`config.mk`:
```
export PLATFORM = sky130hd
export DESIGN_NAME = prbs_mbist
export DESIGN_NICKNAME = d
export VERILOG_FILES = /design/src/rtl/prbs_mbist_pkg.sv /design/src/rtl/prbs_lfsr.sv /design/src/rtl/bist_s2p.sv /design/src/rtl/bist_p2s.sv /design/src/rtl/prbs_mbist.sv
export SDC_FILE = /design/constraint.sdc
export NUM_CORES = 1
export LEC_CHECK = 0
export CORE_ASPECT_RATIO = 0.75
export CORE_UTILIZATION = 60
export CTS_BUF_LIST = sky130_fd_sc_hd__clkbuf_2
export DETAILED_ROUTE_END_ITERATION = 16
export GPL_TIMING_DRIVEN = 1
export PLACE_DENSITY = 0.85
export REMOVE_ABC_BUFFERS = 1
export SKIP_LAST_GASP = 1
export SYNTH_ARGS = -nofsm -noshare
export SYNTH_HDL_FRONTEND = slang
export SYNTH_SLANG_ARGS = --single-unit
```
`constraint.sdc`:
```
create_clock -name clk -period 5.23 [get_ports clk]
set_input_delay 1.046 -clock clk [delete_from_list [all_inputs] [get_ports clk]]
set_output_delay 1.046 -clock clk [all_outputs]
set_load 0.01 [all_outputs]
```
`src/rtl/prbs_mbist_pkg.sv`:
```
// Shared types for the memory self-test controller.
// Assumes: one state register per controller instance.
package prbs_mbist_pkg;
    typedef enum logic [2:0] {
        ST_IDLE,
        ST_FILL,
        ST_RD,
        ST_WAIT,
        ST_LOAD,
        ST_SHIFT,
        ST_DRAIN,
        ST_DONE
    } mbist_state_t;
endpackage

```
`src/rtl/prbs_lfsr.sv`:
```
// Fibonacci shift register that yields one pseudo-random bit per step.
// The output bit is the feedback value of the current state.
// Assumes: TAP_A and TAP_B lie in 1..W; load wins over step; a zero seed becomes 1.
module prbs_lfsr #(
    parameter int W     = 7,
    parameter int TAP_A = 7,
    parameter int TAP_B = 6
) (
    input  logic         clk,
    input  logic         rst_n,
    input  logic         load,
    input  logic [W-1:0] seed,
    input  logic         step,
    output logic         bit_o
);
    logic [W-1:0] st_q;

    // feedback bit from the two taps
    assign bit_o = st_q[TAP_A-1] ^ st_q[TAP_B-1];

    // state update: reseed, advance or hold
    always_ff @(posedge clk) begin
        if (!rst_n) begin
            st_q <= W'(1);
        end else if (load) begin
            st_q <= (seed == '0) ? W'(1) : seed;
        end else if (step) begin
            st_q <= {st_q[W-2:0], bit_o};
        end
    end
endmodule

```
`src/rtl/bist_s2p.sv`:
```
// Serial-to-parallel packer: the first bit shifted in ends at bit 0.
// word_o shows the word including the bit being shifted in this cycle.
// Assumes: the caller counts DW shifts per word.
module bist_s2p #(
    parameter int DW = 8
) (
    input  logic          clk,
    input  logic          rst_n,
    input  logic          shift,
    input  logic          bit_i,
    output logic [DW-1:0] word_o
);
    logic [DW-1:0] sr_q;

    // the word as it will be after this shift
    assign word_o = {bit_i, sr_q[DW-1:1]};

    // right shift, new bit enters at the top
    always_ff @(posedge clk) begin
        if (!rst_n)     sr_q <= '0;
        else if (shift) sr_q <= word_o;
    end
endmodule

```
`src/rtl/bist_p2s.sv`:
```
// Parallel-to-serial unpacker: emits bit 0 first, then shifts right.
// Assumes: load and shift are never asserted together.
module bist_p2s #(
    parameter int DW = 8
) (
    input  logic          clk,
    input  logic          rst_n,
    input  logic          load,
    input  logic [DW-1:0] word_i,
    input  logic          shift,
    output logic          bit_o
);
    logic [DW-1:0] sr_q;

    assign bit_o = sr_q[0];

    // capture a word or move it one place toward bit 0
    always_ff @(posedge clk) begin
        if (!rst_n)     sr_q <= '0;
        else if (load)  sr_q <= word_i;
        else if (shift) sr_q <= {1'b0, sr_q[DW-1:1]};
    end
endmodule

```
`src/rtl/prbs_mbist.sv`:
```
// Memory self-test controller: fills the memory with a pseudo-random
// stream, then reads it back and checks it bit by bit. Each mismatch is
// logged with its word address and bit index.
// Assumes: synchronous memory, writes at the clock edge, read data one
// cycle after the address; all memory outputs come from registers.
module prbs_mbist #(
    parameter int ADDR_W = 4,
    parameter int DATA_W = 8,
    parameter int LFSR_W = 7,
    parameter int TAP_A  = 7,
    parameter int TAP_B  = 6
) (
    input  logic                      clk,
    input  logic                      rst_n,
    input  logic                      start,
    input  logic [LFSR_W-1:0]         seed,
    output logic [ADDR_W-1:0]         mem_addr,
    output logic [DATA_W-1:0]         mem_wdata,
    output logic                      mem_we,
    input  logic [DATA_W-1:0]         mem_rdata,
    output logic                      busy,
    output logic                      done,
    output logic                      fail,
    output logic                      fail_valid,
    output logic [ADDR_W-1:0]         fail_addr,
    output logic [$clog2(DATA_W)-1:0] fail_bit
);
    import prbs_mbist_pkg::*;

    localparam int                BIT_W     = $clog2(DATA_W);
    localparam logic [ADDR_W-1:0] LAST_ADDR = {ADDR_W{1'b1}};
    localparam logic [BIT_W-1:0]  LAST_BIT  = BIT_W'(DATA_W - 1);

    mbist_state_t        state_q;
    logic [ADDR_W-1:0]   word_q;
    logic [BIT_W-1:0]    bit_q;
    logic [LFSR_W-1:0]   seed_q;
    logic                start_ok;
    logic                fill_end;
    logic                lfsr_load;
    logic                lfsr_bit;
    logic [LFSR_W-1:0]   lfsr_seed;
    logic [DATA_W-1:0]   packed_word;
    logic                chk_bit;
    logic                mismatch;

    // start is honoured only when no pass is running
    assign start_ok  = start && (state_q == ST_IDLE || state_q == ST_DONE);
    assign fill_end  = (state_q == ST_FILL) && (bit_q == LAST_BIT) && (word_q == LAST_ADDR);
    assign lfsr_load = start_ok || fill_end;
    assign lfsr_seed = start_ok ? seed : seed_q;
    assign mismatch  = (state_q == ST_SHIFT) && (chk_bit != lfsr_bit);

    prbs_lfsr #(.W(LFSR_W), .TAP_A(TAP_A), .TAP_B(TAP_B)) u_lfsr (
        .clk   (clk),
        .rst_n (rst_n),
        .load  (lfsr_load),
        .seed  (lfsr_seed),
        .step  (state_q == ST_FILL || state_q == ST_SHIFT),
        .bit_o (lfsr_bit)
    );

    bist_s2p #(.DW(DATA_W)) u_s2p (
        .clk    (clk),
        .rst_n  (rst_n),
        .shift  (state_q == ST_FILL),
        .bit_i  (lfsr_bit),
        .word_o (packed_word)
    );

    bist_p2s #(.DW(DATA_W)) u_p2s (
        .clk    (clk),
        .rst_n  (rst_n),
        .load   (state_q == ST_LOAD),
        .word_i (mem_rdata),
        .shift  (state_q == ST_SHIFT),
        .bit_o  (chk_bit)
    );

    // phase sequencing, word and bit counters, memory requests
    always_ff @(posedge clk) begin
        if (!rst_n) begin
            state_q   <= ST_IDLE;
            word_q    <= '0;
            bit_q     <= '0;
            seed_q    <= '0;
            mem_addr  <= '0;
            mem_wdata <= '0;
            mem_we    <= 1'b0;
        end else begin
            mem_we <= 1'b0;
            unique case (state_q)
                ST_IDLE, ST_DONE: begin
                    if (start_ok) begin
                        state_q <= ST_FILL;
                        seed_q  <= seed;
                        word_q  <= '0;
                        bit_q   <= '0;
                    end
                end
                ST_FILL: begin
                    bit_q <= bit_q + 1'b1;
                    if (bit_q == LAST_BIT) begin
                        bit_q     <= '0;
                        mem_we    <= 1'b1;
                        mem_addr  <= word_q;
                        mem_wdata <= packed_word;
                        word_q    <= word_q + 1'b1;
                        if (word_q == LAST_ADDR) state_q <= ST_RD;
                    end
                end
                ST_RD: begin
                    mem_addr <= word_q;
                    state_q  <= ST_WAIT;
                end
                ST_WAIT:  state_q <= ST_LOAD;
                ST_LOAD:  state_q <= ST_SHIFT;
                ST_SHIFT: begin
                    bit_q <= bit_q + 1'b1;
                    if (bit_q == LAST_BIT) begin
                        bit_q <= '0;
                        if (word_q == LAST_ADDR) begin
                            state_q <= ST_DRAIN;
                        end else begin
                            word_q  <= word_q + 1'b1;
                            state_q <= ST_RD;
                        end
                    end
                end
                ST_DRAIN: state_q <= ST_DONE;
                default:  state_q <= ST_IDLE;
            endcase
        end
    end

    // fail log: the word and bit counters name the bit under comparison
    always_ff @(posedge clk) begin
        if (!rst_n) begin
            fail       <= 1'b0;
            fail_valid <= 1'b0;
            fail_addr  <= '0;
            fail_bit   <= '0;
        end else begin
            fail_valid <= mismatch;
            if (start_ok) begin
                fail <= 1'b0;
            end else if (mismatch) begin
                fail      <= 1'b1;
                fail_addr <= word_q;
                fail_bit  <= bit_q;
            end
        end
    end

    // status outputs straight from the state
    assign busy = (state_q != ST_IDLE) && (state_q != ST_DONE);
    assign done = (state_q == ST_DONE);
endmodule

```
Word level (Yosys, flattened, before mapping):

Cells that the tools add are included.

* bits of input ports: 18
* output and inout bits: 24
* register bits after elaboration: 62
* word-level logic and storage cells: 84

* add/subtract/negate cells: 2
* multiplexer cells: 23
* equal/unequal tests: 16
* reductions and logical operators: 26
* bitwise operators: 3

Operators with widths (number)
* 7-bit 2-to-1 mux: 4
* 3-bit 2-to-1 mux: 7
* 3-bit case mux with 7 select lines: 1
* 4-bit 2-to-1 mux: 5
* 8-bit 2-to-1 mux: 2
* 3-bit == test, second input constant: 5
* 4-bit case mux with 3 select lines: 1
* 2-bit != test, second input constant: 5
* 2-bit AND reduction: 5
* 4-bit case mux with 2 select lines: 1
* 2-bit nonzero test: 4
* 7-bit logical NOT: 1
* 3-bit by 2-bit == test with 1-bit output, second input constant: 2
* 3-bit case mux with 2 select lines: 1
* 3-bit nonzero test: 2
* 2-bit OR reduction: 3
* 1-bit logical AND: 5
* 5-bit AND reduction: 1
* 4-bit by 1-bit adder with 4-bit output, second input constant: 1
* 4-bit == test, second input constant: 1
* 4-bit AND reduction: 1
* 3-bit by 1-bit adder with 3-bit output, second input constant: 1
* 3-bit by 1-bit == test with 1-bit output, second input constant: 1
* 3-bit logical NOT: 1
* other kinds (6): 9

Logic depth before layout (Yosys ltp):

* word-level depth: 7
* mapped depth: 8
* gate-level depth less buffers: 7

By module:

From an unflattened synthesis, not the netlist that was laid out.

* cells, all modules: 273
* area, all modules: 2755.1 µm²

Modules (own cells, without submodules)
* prbs_mbist: area each 1705.4 µm², cells each 179, sequential area each 780.7 µm², instances 1
* bist_p2s: area each 419.2 µm², cells each 35, sequential area each 160.2 µm², instances 1
* prbs_lfsr: area each 357.8 µm², cells each 36, sequential area each 140.1 µm², instances 1
* bist_s2p: area each 272.8 µm², cells each 23, sequential area each 140.1 µm², instances 1

Least setup slack after synthesis:

OpenSTA, ideal clock, no wires.

* path type: input to register
* start point: input port start
* end point: register u_lfsr.st_q[0]
* required time: 5.151 ns
* setup time: 0.079 ns
* cell stages on the path: 6
* arrival: 2.358 ns
* path buffers: 2
* setup slack: 2.793 ns
* cell sequence: buf_2 buf_1 nand3b_1 o211a_2 or4_4 a211oi_2

* cells in the longest elaborated chain, start to end: 5
* elaborated cells between the ends (all ways): 7
* classes of those cells: 3 x mux; 4 x reduce/logical

RTL lines
* start, declared: line prbs_mbist.sv:15 `input logic start,`
* 1-bit logical AND *: line prbs_mbist.sv:48 `assign start_ok = start && (state_q == ST_IDLE || state_q == ST_DONE);`
* 7-bit 2-to-1 mux
* 7-bit logical NOT: line prbs_lfsr.sv:26 `st_q <= (seed == '0) ? W'(1) : seed;`
* 7-bit 2-to-1 mux: line prbs_lfsr.sv:26
* 7-bit 2-to-1 mux: line prbs_lfsr.sv:25 `end else if (load) begin`
* end signal, assigned: line prbs_lfsr.sv:26
* end signal, assigned: line prbs_lfsr.sv:28 `st_q <= {st_q[W-2:0], bit_o};`
* end, declared: line prbs_lfsr.sv:16 `logic [W-1:0] st_q;`

Every way passes the cells marked *; elsewhere a longest branch is shown, timed or not.
A chain may end at the register's enable or synchronous reset.

Worst setup path in the final report:

* start point: register state_q[0]
* end point: output port done

* cells in the longest elaborated chain, start to end: 1

RTL lines
* start, declared: line prbs_mbist.sv:34 `mbist_state_t state_q;`
* start signal, assigned: line prbs_mbist.sv:83 `state_q <= ST_IDLE;`
* start signal, assigned: line prbs_mbist.sv:95 `state_q <= ST_FILL;`
* start signal, assigned: line prbs_mbist.sv:109 `if (word_q == LAST_ADDR) state_q <= ST_RD;`
* 3-bit == test: line prbs_mbist.sv:157 `assign done = (state_q == ST_DONE);`
* end, declared: line prbs_mbist.sv:22 `output logic done,`

Every way passes these cells.

==> metrics.txt <==
overall routing resource usage 26.2%; Worst Hold End mem_wdata[0]; first-pass GRT wire length 9540 um; remaining global-route overflow 0; Reg clk slew, reported paths 160 ps; layout cell share with drive strength beyond 1 8.05%; Post-CTS Setup Bufs 0; cts hold-fix bufs 0; post-CTS sizing 0; CTS tree done; vias in the first global route 2094; core area 0.00420 mm2; area grow syn2layout 19.4%; highest clock rate 298 MHz; initial DRC count 198; Via Count 2378; Residual DRC 0; internal reg-to-reg setup slack 2790 ps; Final WS setup 1870 ps; die area 0.00485 mm2; Req. time, crit path 4180 ps; routed len/inst 14.4 um; Fin. Hold Viols 0; total power 891 uW; I/O pins 42; Critical R2R Launch state_q[2]; startpoint types flop; Power Density 272 mW/mm2; YS warnings 0; hold_sp u_s2p.sr_q[1]; initial antenna violation count 0; PortBufs 41; initial cell density of the core 65.2%; # rows 20; Post-layout nets 364; worst slack at placement 1910 ps; RSZ-0062 raised after global routing false; Reg-to-Reg End u_lfsr.st_q[0]; dpl hpwl 3800 um; status complete, no violations; maximum vdd drop 212 uV; Mapped Area 0.00274 mm2; global placer's final weighted congestion 0.821; hold crit path type reg -> reg; Synth async-reset ratio 0%; largest net degree at the start of global routing 46; #FFs+latches synth 61; Root Driver clkbuf_2; Syn Inst Count 308; WS Path Type reg -> out; Max Transition Viols Final 0; worst r2r path cells 6; CTS buffer count 9; Antenna Nets Post-Route 0; Clock Latency Late Sink 490 ps; Post-synth EDFFs 0; drt pass-1 iters 4; Longest Clk Path Bufs 2; WP data arrival 2310 ps; sequential-to-total area share from yosys stat 44.5%; hold path cells 2; setup violators final 0; crit share post-route 64.2%; # diodes 0; Least-Margin Pin Slew 802 ps; Lkg Pwr 1.26 nW; clk_skew 10.6 ps; DIE WIDTH 80.1 um; H-Tree Depth 3; Die Span Y 60.5 um; critical path fanouts, max 23; DRT Wirelength 5820 um; Primary FF master, synth dfxtp_1; Max-Cap Viols 0; library cells used by synthesis 48; fin crit period 3360 ps; Sink Count 61; vias per cell 5.90; slew margin rel. 46.5%; Setup TNS 0 ps; Mapped Avg Cell Area 8.90 um2; critical path capture point type output port
## report_power, final
| part | total (mW) | leakage, nW | internal, mW | switching (mW) |
|---|---|---|---|---|
| logic | 0.0846 | 0.685 | 0.0393 | 0.0453 |
| clock network | 0.316 | 0.0758 | 0.152 | 0.164 |
| registers | 0.490 | 0.495 | 0.478 | 0.0123 |
## synth_stat cells (all sizes together) (5+ instances only)
| cell type | instances | share of area (%) |
|---|---|---|
| nor3 | 5 | 1.3 |
| o21ai | 21 | 3.8 |
| mux2i | 26 | 9.5 |
| nor2 | 47 | 6.7 |
| a21oi | 20 | 3.8 |
| buf | 11 | 2.1 |
| nand3 | 7 | 1.3 |
| a211oi | 12 | 3.5 |
| nand2 | 29 | 4.1 |
| and4b | 6 | 2.2 |
| dfxtp | 61 | 45 |
| and2 | 5 | 1.1 |
| nand3b | 6 | 1.6 |
| clkbuf | 8 | 1.1 |
| o211a | 7 | 2.6 |
## stage by stage
stage	hold WS, ps	instance area (um2)	instances	utilization, %
after floorplan	428	2650	289	-
after global placement	439	3150	387	74.9
after detailed placement	447	3150	387	74.9
after CTS	467	3270	403	77.8
after global routing	475	3270	403	77.8
final	464	3270	403	77.8
## layout by cell type (no fill, tap or decap), drive strengths merged, types with 7 or more instances in the layout
| cell type | instances |
|---|---|
| clkbuf | 9 |
| nand3 | 7 |
| a211oi | 12 |
| o21ai | 21 |
| o211a | 7 |
| dfxtp | 61 |
| nor2 | 47 |
| a21oi | 20 |
| nand2 | 29 |
| clkdlybuf4s50 | 41 |
| mux2i | 26 |
## critical path: stages (launching register included)
cell             delay, ps
dfxtp_1                880
and3_1                 380
clkdlybuf4s50_1        570
## how the worst max path moves through the flow
stage          startpoint        endpoint  cells past startpoint
5_1_grt        state_q[0]            done                      2
6_report       state_q[0]            done                      2
4_1_cts        state_q[0]            done                      2
3_5_place_dp        start  u_lfsr.st_q[0]                      6
3_3_place_gp        start  u_lfsr.st_q[0]                      6
2_1_floorplan    bit_q[0]  u_lfsr.st_q[5]                      7
## registers in the layout (all words and copies together), names as in the netlist, 4 cells and up
register     flops
fail_addr        4
mem_addr         4
mem_wdata        8
seed_q           7
u_lfsr.st_q      7
u_p2s.sr_q       8
u_s2p.sr_q       7
word_q           4
## final cells by class
| cell class | count | area (um2) |
|---|---|---|
| multi-input combinational | 224 | 1420 |
| sequential | 61 | 1220 |
| fill | 322 | 932 |
| timing repair buffer | 43 | 425 |
| clock inverter | 7 | 80.1 |
| tap | 55 | 68.8 |
| clock buffer | 9 | 45.0 |
| inverter | 4 | 15.0 |
## cell families after synthesis
| group | count (synthesis) | share of synthesized area (%) |
|---|---|---|
| muxes | 26 | 9.49 |
| AOI/OAI and AO/OA | 75 | 18.4 |
| buffers and inverters | 23 | 3.79 |
| adders and majority gates | 3 | 1.37 |
| and+or+nand+nor | 117 | 21.5 |
| DFF | 61 | 44.5 |
| xor gates and xnor gates | 3 | 0.959 |
## layer usage
metal	wire [um]	global-route usage, %	vias to the layer above
li1	-	-	1171
met1	2640	32.0	1115
met2	2700	44.0	80
met3	386	9.32	12
met4	93	8.42	0
met5	0	0	-
No activity file was read; power rests on OpenSTA's default activity.
